--- src/rtl/vpa_pkg.sv ---
`timescale 1ns/1ps
// Package: shared constants for the parcel assembler.
// Assumes parcels are 16 bits and the longest encoding spans 11 parcels.
package vpa_pkg;
    localparam int PARCEL_W   = 16;
    localparam int MAX_PARCEL = 11;
    localparam int LONG_BASE  = 5;
endpackage

--- src/rtl/vpa_len_decode.sv ---
`timescale 1ns/1ps
// Length decoder: maps the first parcel of an instruction to a parcel count.
// Assumes the parcel is the lowest-address parcel of the instruction.
// Reserved encodings report reserved = 1 and a count of 1.
module vpa_len_decode #(
    parameter int LEN_W = 4
) (
    input  logic [vpa_pkg::PARCEL_W-1:0] parcel,
    output logic [LEN_W-1:0]             n_parcels,
    output logic                         reserved
);
    // Walk the chain of low-order ones to find the length class.
    always_comb begin
        reserved = 1'b0;
        if (parcel[1:0] != 2'b11) begin
            n_parcels = LEN_W'(1);
        end else if (parcel[4:2] != 3'b111) begin
            n_parcels = LEN_W'(2);
        end else if (!parcel[5]) begin
            n_parcels = LEN_W'(3);
        end else if (!parcel[6]) begin
            n_parcels = LEN_W'(4);
        end else if (parcel[14:12] == 3'b111) begin
            n_parcels = LEN_W'(1);
            reserved  = 1'b1;
        end else begin
            n_parcels = LEN_W'(vpa_pkg::LONG_BASE) + LEN_W'(parcel[14:12]);
        end
    end
endmodule

--- src/rtl/vpa_collect.sv ---
`timescale 1ns/1ps
// Collector: stores parcels of one instruction and holds the result until
// it is taken. Assumes take is only asserted while out_valid is low.
module vpa_collect #(
    parameter int NP     = 12,
    parameter int ADDR_W = 32,
    parameter int LEN_W  = 4,
    localparam int PW    = vpa_pkg::PARCEL_W
) (
    input  logic              clk,
    input  logic              rst_n,
    input  logic              flush,
    input  logic              take,
    input  logic [PW-1:0]     parcel,
    input  logic [ADDR_W-1:0] addr,
    input  logic [LEN_W-1:0]  first_len,
    input  logic              first_rsvd,
    input  logic              first_ill,
    input  logic              out_ready,
    output logic              is_first,
    output logic              out_valid,
    output logic [NP*PW-1:0]  out_insn,
    output logic [LEN_W-1:0]  out_len,
    output logic [ADDR_W-1:0] out_addr,
    output logic              out_illegal
);
    logic [LEN_W-1:0] cnt_q;

    assign is_first = (cnt_q == '0);

    // Sequence control: parcel counter, result flag, tag, length, flag.
    always_ff @(posedge clk) begin
        if (!rst_n) begin
            cnt_q       <= '0;
            out_valid   <= 1'b0;
            out_len     <= '0;
            out_addr    <= '0;
            out_illegal <= 1'b0;
        end else if (flush) begin
            cnt_q     <= '0;
            out_valid <= 1'b0;
        end else begin
            if (out_valid && out_ready) begin
                out_valid <= 1'b0;
            end
            if (take) begin
                if (is_first) begin
                    out_addr    <= addr;
                    out_illegal <= first_ill;
                    out_len     <= first_rsvd ? '0 : first_len;
                    if (first_rsvd || first_len == LEN_W'(1)) begin
                        out_valid <= 1'b1;
                    end else begin
                        cnt_q <= LEN_W'(1);
                    end
                end else if (cnt_q + LEN_W'(1) == out_len) begin
                    out_valid <= 1'b1;
                    cnt_q     <= '0;
                end else begin
                    cnt_q <= cnt_q + LEN_W'(1);
                end
            end
        end
    end

    // One storage slot per parcel position.
    for (genvar k = 0; k < NP; k++) begin : g_slot
        logic [PW-1:0] slot_q;
        // Load this slot; a first parcel zeroes all higher slots.
        always_ff @(posedge clk) begin
            if (!rst_n) begin
                slot_q <= '0;
            end else if (take && !flush) begin
                if (is_first) begin
                    slot_q <= (k == 0) ? parcel : '0;
                end else if (cnt_q == LEN_W'(k)) begin
                    slot_q <= parcel;
                end
            end
        end
        assign out_insn[k*PW +: PW] = slot_q;
    end
endmodule

--- src/rtl/vlen_parcel_asm.sv ---
`timescale 1ns/1ps
// Top: variable-length instruction parcel assembler.
// Accepts 16-bit parcels in rising address order and emits whole
// instructions left-justified. Assumes in_addr is even.
module vlen_parcel_asm #(
    parameter int ADDR_W      = 32,
    parameter int OUT_PARCELS = 12,
    localparam int OUT_W      = OUT_PARCELS * vpa_pkg::PARCEL_W,
    localparam int LEN_W      = $clog2(vpa_pkg::MAX_PARCEL + 1)
) (
    input  logic              clk,
    input  logic              rst_n,
    input  logic              flush,
    input  logic              short_en,
    input  logic              in_valid,
    output logic              in_ready,
    input  logic [15:0]       in_parcel,
    input  logic [ADDR_W-1:0] in_addr,
    output logic              out_valid,
    input  logic              out_ready,
    output logic [OUT_W-1:0]  out_insn,
    output logic [LEN_W-1:0]  out_len,
    output logic [ADDR_W-1:0] out_addr,
    output logic              out_illegal
);
    logic [LEN_W-1:0] dec_len;
    logic             dec_rsvd;
    logic             first_ill;
    logic             take;
    logic             is_first;

    vpa_len_decode #(.LEN_W(LEN_W)) dec_i (
        .parcel    (in_parcel),
        .n_parcels (dec_len),
        .reserved  (dec_rsvd)
    );

    // Ready depends only on held state and flush, never on in_valid.
    assign in_ready = !out_valid && !flush;
    assign take     = in_valid && in_ready;

    // Legality of a first parcel under the current configuration.
    always_comb begin
        if (dec_rsvd)                    first_ill = 1'b1;
        else if (dec_len == LEN_W'(1))   first_ill = !short_en;
        else                             first_ill = !short_en && in_addr[1];
    end

    vpa_collect #(.NP(OUT_PARCELS), .ADDR_W(ADDR_W), .LEN_W(LEN_W)) col_i (
        .clk         (clk),
        .rst_n       (rst_n),
        .flush       (flush),
        .take        (take),
        .parcel      (in_parcel),
        .addr        (in_addr),
        .first_len   (dec_len),
        .first_rsvd  (dec_rsvd),
        .first_ill   (first_ill),
        .out_ready   (out_ready),
        .is_first    (is_first),
        .out_valid   (out_valid),
        .out_insn    (out_insn),
        .out_len     (out_len),
        .out_addr    (out_addr),
        .out_illegal (out_illegal)
    );
endmodule

--- config.mk ---
export PLATFORM = sky130hd
export DESIGN_NAME = vlen_parcel_asm
export DESIGN_NICKNAME = d
export VERILOG_FILES = /design/src/rtl/vpa_pkg.sv /design/src/rtl/vpa_len_decode.sv /design/src/rtl/vpa_collect.sv /design/src/rtl/vlen_parcel_asm.sv
export SDC_FILE = /design/constraint.sdc
export NUM_CORES = 1
export LEC_CHECK = 0
export ABC_AREA = 1
export BUFFER_PORTS_ARGS = -buffer_cell sky130_fd_sc_hd__buf_2
export CORE_ASPECT_RATIO = 2
export CORE_MARGIN = 1
export CORE_UTILIZATION = 50
export CTS_CLUSTER_DIAMETER = 40
export DETAILED_ROUTE_END_ITERATION = 10
export HOLD_SLACK_MARGIN = 0.05
export PLACE_DENSITY = 0.83
export SLEW_MARGIN = 20
export SYNTH_ARGS = -nofsm -noshare
export SYNTH_HDL_FRONTEND = slang
export SYNTH_SLANG_ARGS = --single-unit
--- constraint.sdc ---
create_clock -name clk -period 4.2 [get_ports clk]
set_input_delay 0.84 -clock clk [delete_from_list [all_inputs] [get_ports clk]]
set_output_delay 0.84 -clock clk [all_outputs]
set_load 0.01 [all_outputs]
==> results.cfg <==
[sta]
hold_slack_ns = 0.490
hold_viol = 0
slew_viol_final = 0
min_period_ns = 2.56
worst_slew_pin_slew_ns = 0.789
period_share_pct = 60.9
rsz0062_at_grt = false
fmax_mhz = 391
relSlewSlack_pct = 47.4
setup_viol = 0
fin_tns_setup_ns = 0
fin_skew_ns = 0.0164

[cts]
htree_levels = 1
numCtsBuffers = 20
cts_hold_buf = 0
cts.sinks = 234
cts_root_buf = clkbuf_16
ctsResizeCount = 0
cts_setup_buffers = 0
clk_latency_ns = 0.49
cts_tree = done
clk_pin_slew_ns = 0.07
cts.path.max_buffers = 3

[setup_path]
cp-startpoint = col_i.cnt_q[0]$_SDFFE_PP0P_
cp.arrival_ns = 2.94
rr_endpoint = col_i.g_slot[0].slot_q[8]$_SDFFE_PN0P_
crit_path_end = col_i.g_slot[0].slot_q[8]$_SDFFE_PN0P_
endpoint_kind = register
r2r_slack_ns = 1.64
ff2ff_path_depth = 9
crit_fanout = 57
timing.rr.start = col_i.cnt_q[0]$_SDFFE_PP0P_
critPathKind = reg -> reg
cp-start-kind = register
cp.required_ns = 4.58

[floorplanning]
die_area_um2 = 17200
die_w_um = 93.3
initial_core_util_pct = 51.3
placement_rows = 66
die_h_um = 185
ioPinCount = 285
coreArea_um2 = 16300

[status]
status = completed

[layout]
nets = 1248
drive_above_1_share_pct = 28.8
area_growth_pct = 22.9
antennaDiodeCount = 0
fill_cells = 1402
fin_util_pct = 63.0

[synthesis]
synth_flop_cell = dfxtp_1
synth-edff-count = 0
postSynthAreaPerCell_um2 = 8.63
synth_area_leader_cell = dfxtp_1
synth_top_area_share_pct = 56.2
yosysUniqueCellTypes = 31
syn_area_um2 = 8340
netlist_instances = 966
synthArstFlopShare_pct = 0
synth_common_cells = dfxtp_1 (234), a21oi_1 (185), o21ai_0 (185)
syn_nets = 1025
yosysMostFrequentCell = dfxtp_1
yosysWarnings = 0
synth_seq_cells = 234
synth.area.top_cells = dfxtp_1 (56%), a21oi_1 (11%), o21ai_0 (11%)
yosysSeqAreaShare_pct = 56.2

[global_routing]
grt_max_degree = 165
grt_pass1_vias = 6994
antenna_found_initial = 0
grt_usage_pct = 27.6
grt_pass1_wl_um = 36600
grt_remaining_overflow = 0

[pwr]
switching_power_uw = 1210
p_leak_uw = 0.00483
p_int_uw = 3640
sw_frac_of_total_pct = 24.9
worst_ir_drop_vdd_mv = 0.391
power_density_nw_per_um2 = 473
combPwrFrac_pct = 11.3
p_clk_share_pct = 38.5
seq_power_share_pct = 50.1

[job]
maxCapViolCount = 0

[placement]
hpwlAfterDp_um = 16600
routabilityCongestion = 0.893
io_buffers = 284

[routing]
drc_errors = 0
vias_per_cell = 5.42
drt_iter0_drc = 427
drtPass1Iterations = 5
wl_per_cell_um = 17.4
via_count = 7624
drt_wl_total_um = 24400
antenna_left = 0

[hold_path]
hp-class = reg -> reg
hold_path_startpoint = col_i.g_slot[4].slot_q[4]$_SDFFE_PN0P_
placed cells by master (no fill, tap or decap), types with 2 or more instances in the layout:
cell type	count
a211oi_1	4
a21oi_1	185
a21oi_4	3
buf_2	283
buf_4	3
clkbuf_1	2
clkbuf_16	21
clkbuf_8	6
clkinv_2	4
dfxtp_1	234
ha_1	5
inv_1	20
inv_2	10
inv_6	2
nand2_1	51
nand3_1	11
nor2_1	106
nor2_2	3
nor2_8	2
nor3_2	2
o21ai_0	185
o21ai_1	42
o21ai_2	3
xnor2_1	3
xor2_1	2
routing by layer:
metal | share of wire (%) | GRT usage [%] | vias up
met2 | 52 | 48.8 | 343
li1 | - | - | 3725
met5 | 0 | 0 | -
met3 | 6.6 | 4.37 | 77
met1 | 36 | 30.3 | 3479
met4 | 6.1 | 17.2 | 0
kinds of logic after synthesis:
kind of cell / after synthesis / share of synthesized area (%)
buf+inv: 118 / 7.20
simple gates: 180 / 9.18
xor+xnor: 5 / 0.525
compound gates: 424 / 26.2
flops: 234 / 56.2
fa+ha+maj: 5 / 0.750
per-stage QoR:
step | instance area [um2] | setup slack, ns | total power [uW] | cells
2_1_floorplan | 8340 | 2.29 | 2800 | 966
3_3_place_gp | 9580 | 1.53 | 3010 | 1371
3_5_place_dp | 9580 | 1.49 | 3020 | 1371
4_1_cts | 10300 | 1.60 | 4880 | 1406
5_1_grt | 10300 | 1.34 | 5050 | 1406
6_report | 10300 | 1.64 | 4850 | 1406
worst min path at each step:
stage	end	slack (ns)	cells after the start
after floorplan	col_i.cnt_q[1]$_SDFFE_PP0P_	0.48	2
after global placement	col_i.g_slot[8].slot_q[3]$_SDFFE_PN0P_	0.48	2
after detailed placement	col_i.out_len[2]$_SDFFE_PN0P_	0.48	2
after CTS	col_i.out_len[2]$_SDFFE_PN0P_	0.49	2
after global routing	col_i.g_slot[8].slot_q[15]$_SDFFE_PN0P_	0.51	2
final	col_i.g_slot[4].slot_q[4]$_SDFFE_PN0P_	0.49	2
critical path, stage by stage (launching register included):
cell,delay [ns]
dfxtp_1,0.37
inv_1,0.13
ha_1,0.17
inv_2,0.12
nor2_8,0.23
inv_6,0.12
nor2_8,0.49
inv_2,0.48
nor2_1,0.23
nor2_1,0.06
flip-flops by register name, summed over array words and instances (netlist names):
| signal | flops |
|---|---|
| col_i.out_illegal | 1 |
| col_i.out_addr | 32 |
| col_i.cnt_q | 4 |
| col_i.out_valid | 1 |
| col_i.g_slot.slot_q | 192 |
| col_i.out_len | 4 |
power by group through the flow:
stage	logic [uW]	registers, uW	clock network [uW]
2_1_floorplan	258	2540	0
3_3_place_gp	534	2470	0
3_5_place_dp	547	2480	0
4_1_cts	551	2430	1900
5_1_grt	606	2440	2000
6_report	550	2430	1870
area by class of cell:
type                    count  area (um2)  area share (%)
flip-flops and latches    234        4680            45.7
inverters                  32         125            1.22
multi-input cells         614        3050            29.8
clock buffers              29         616            6.01
well taps                 204         255            2.49
clock inverters             6        58.8           0.574
repair buffers            287        1460            14.2
No activity file was read; power rests on OpenSTA's default activity.
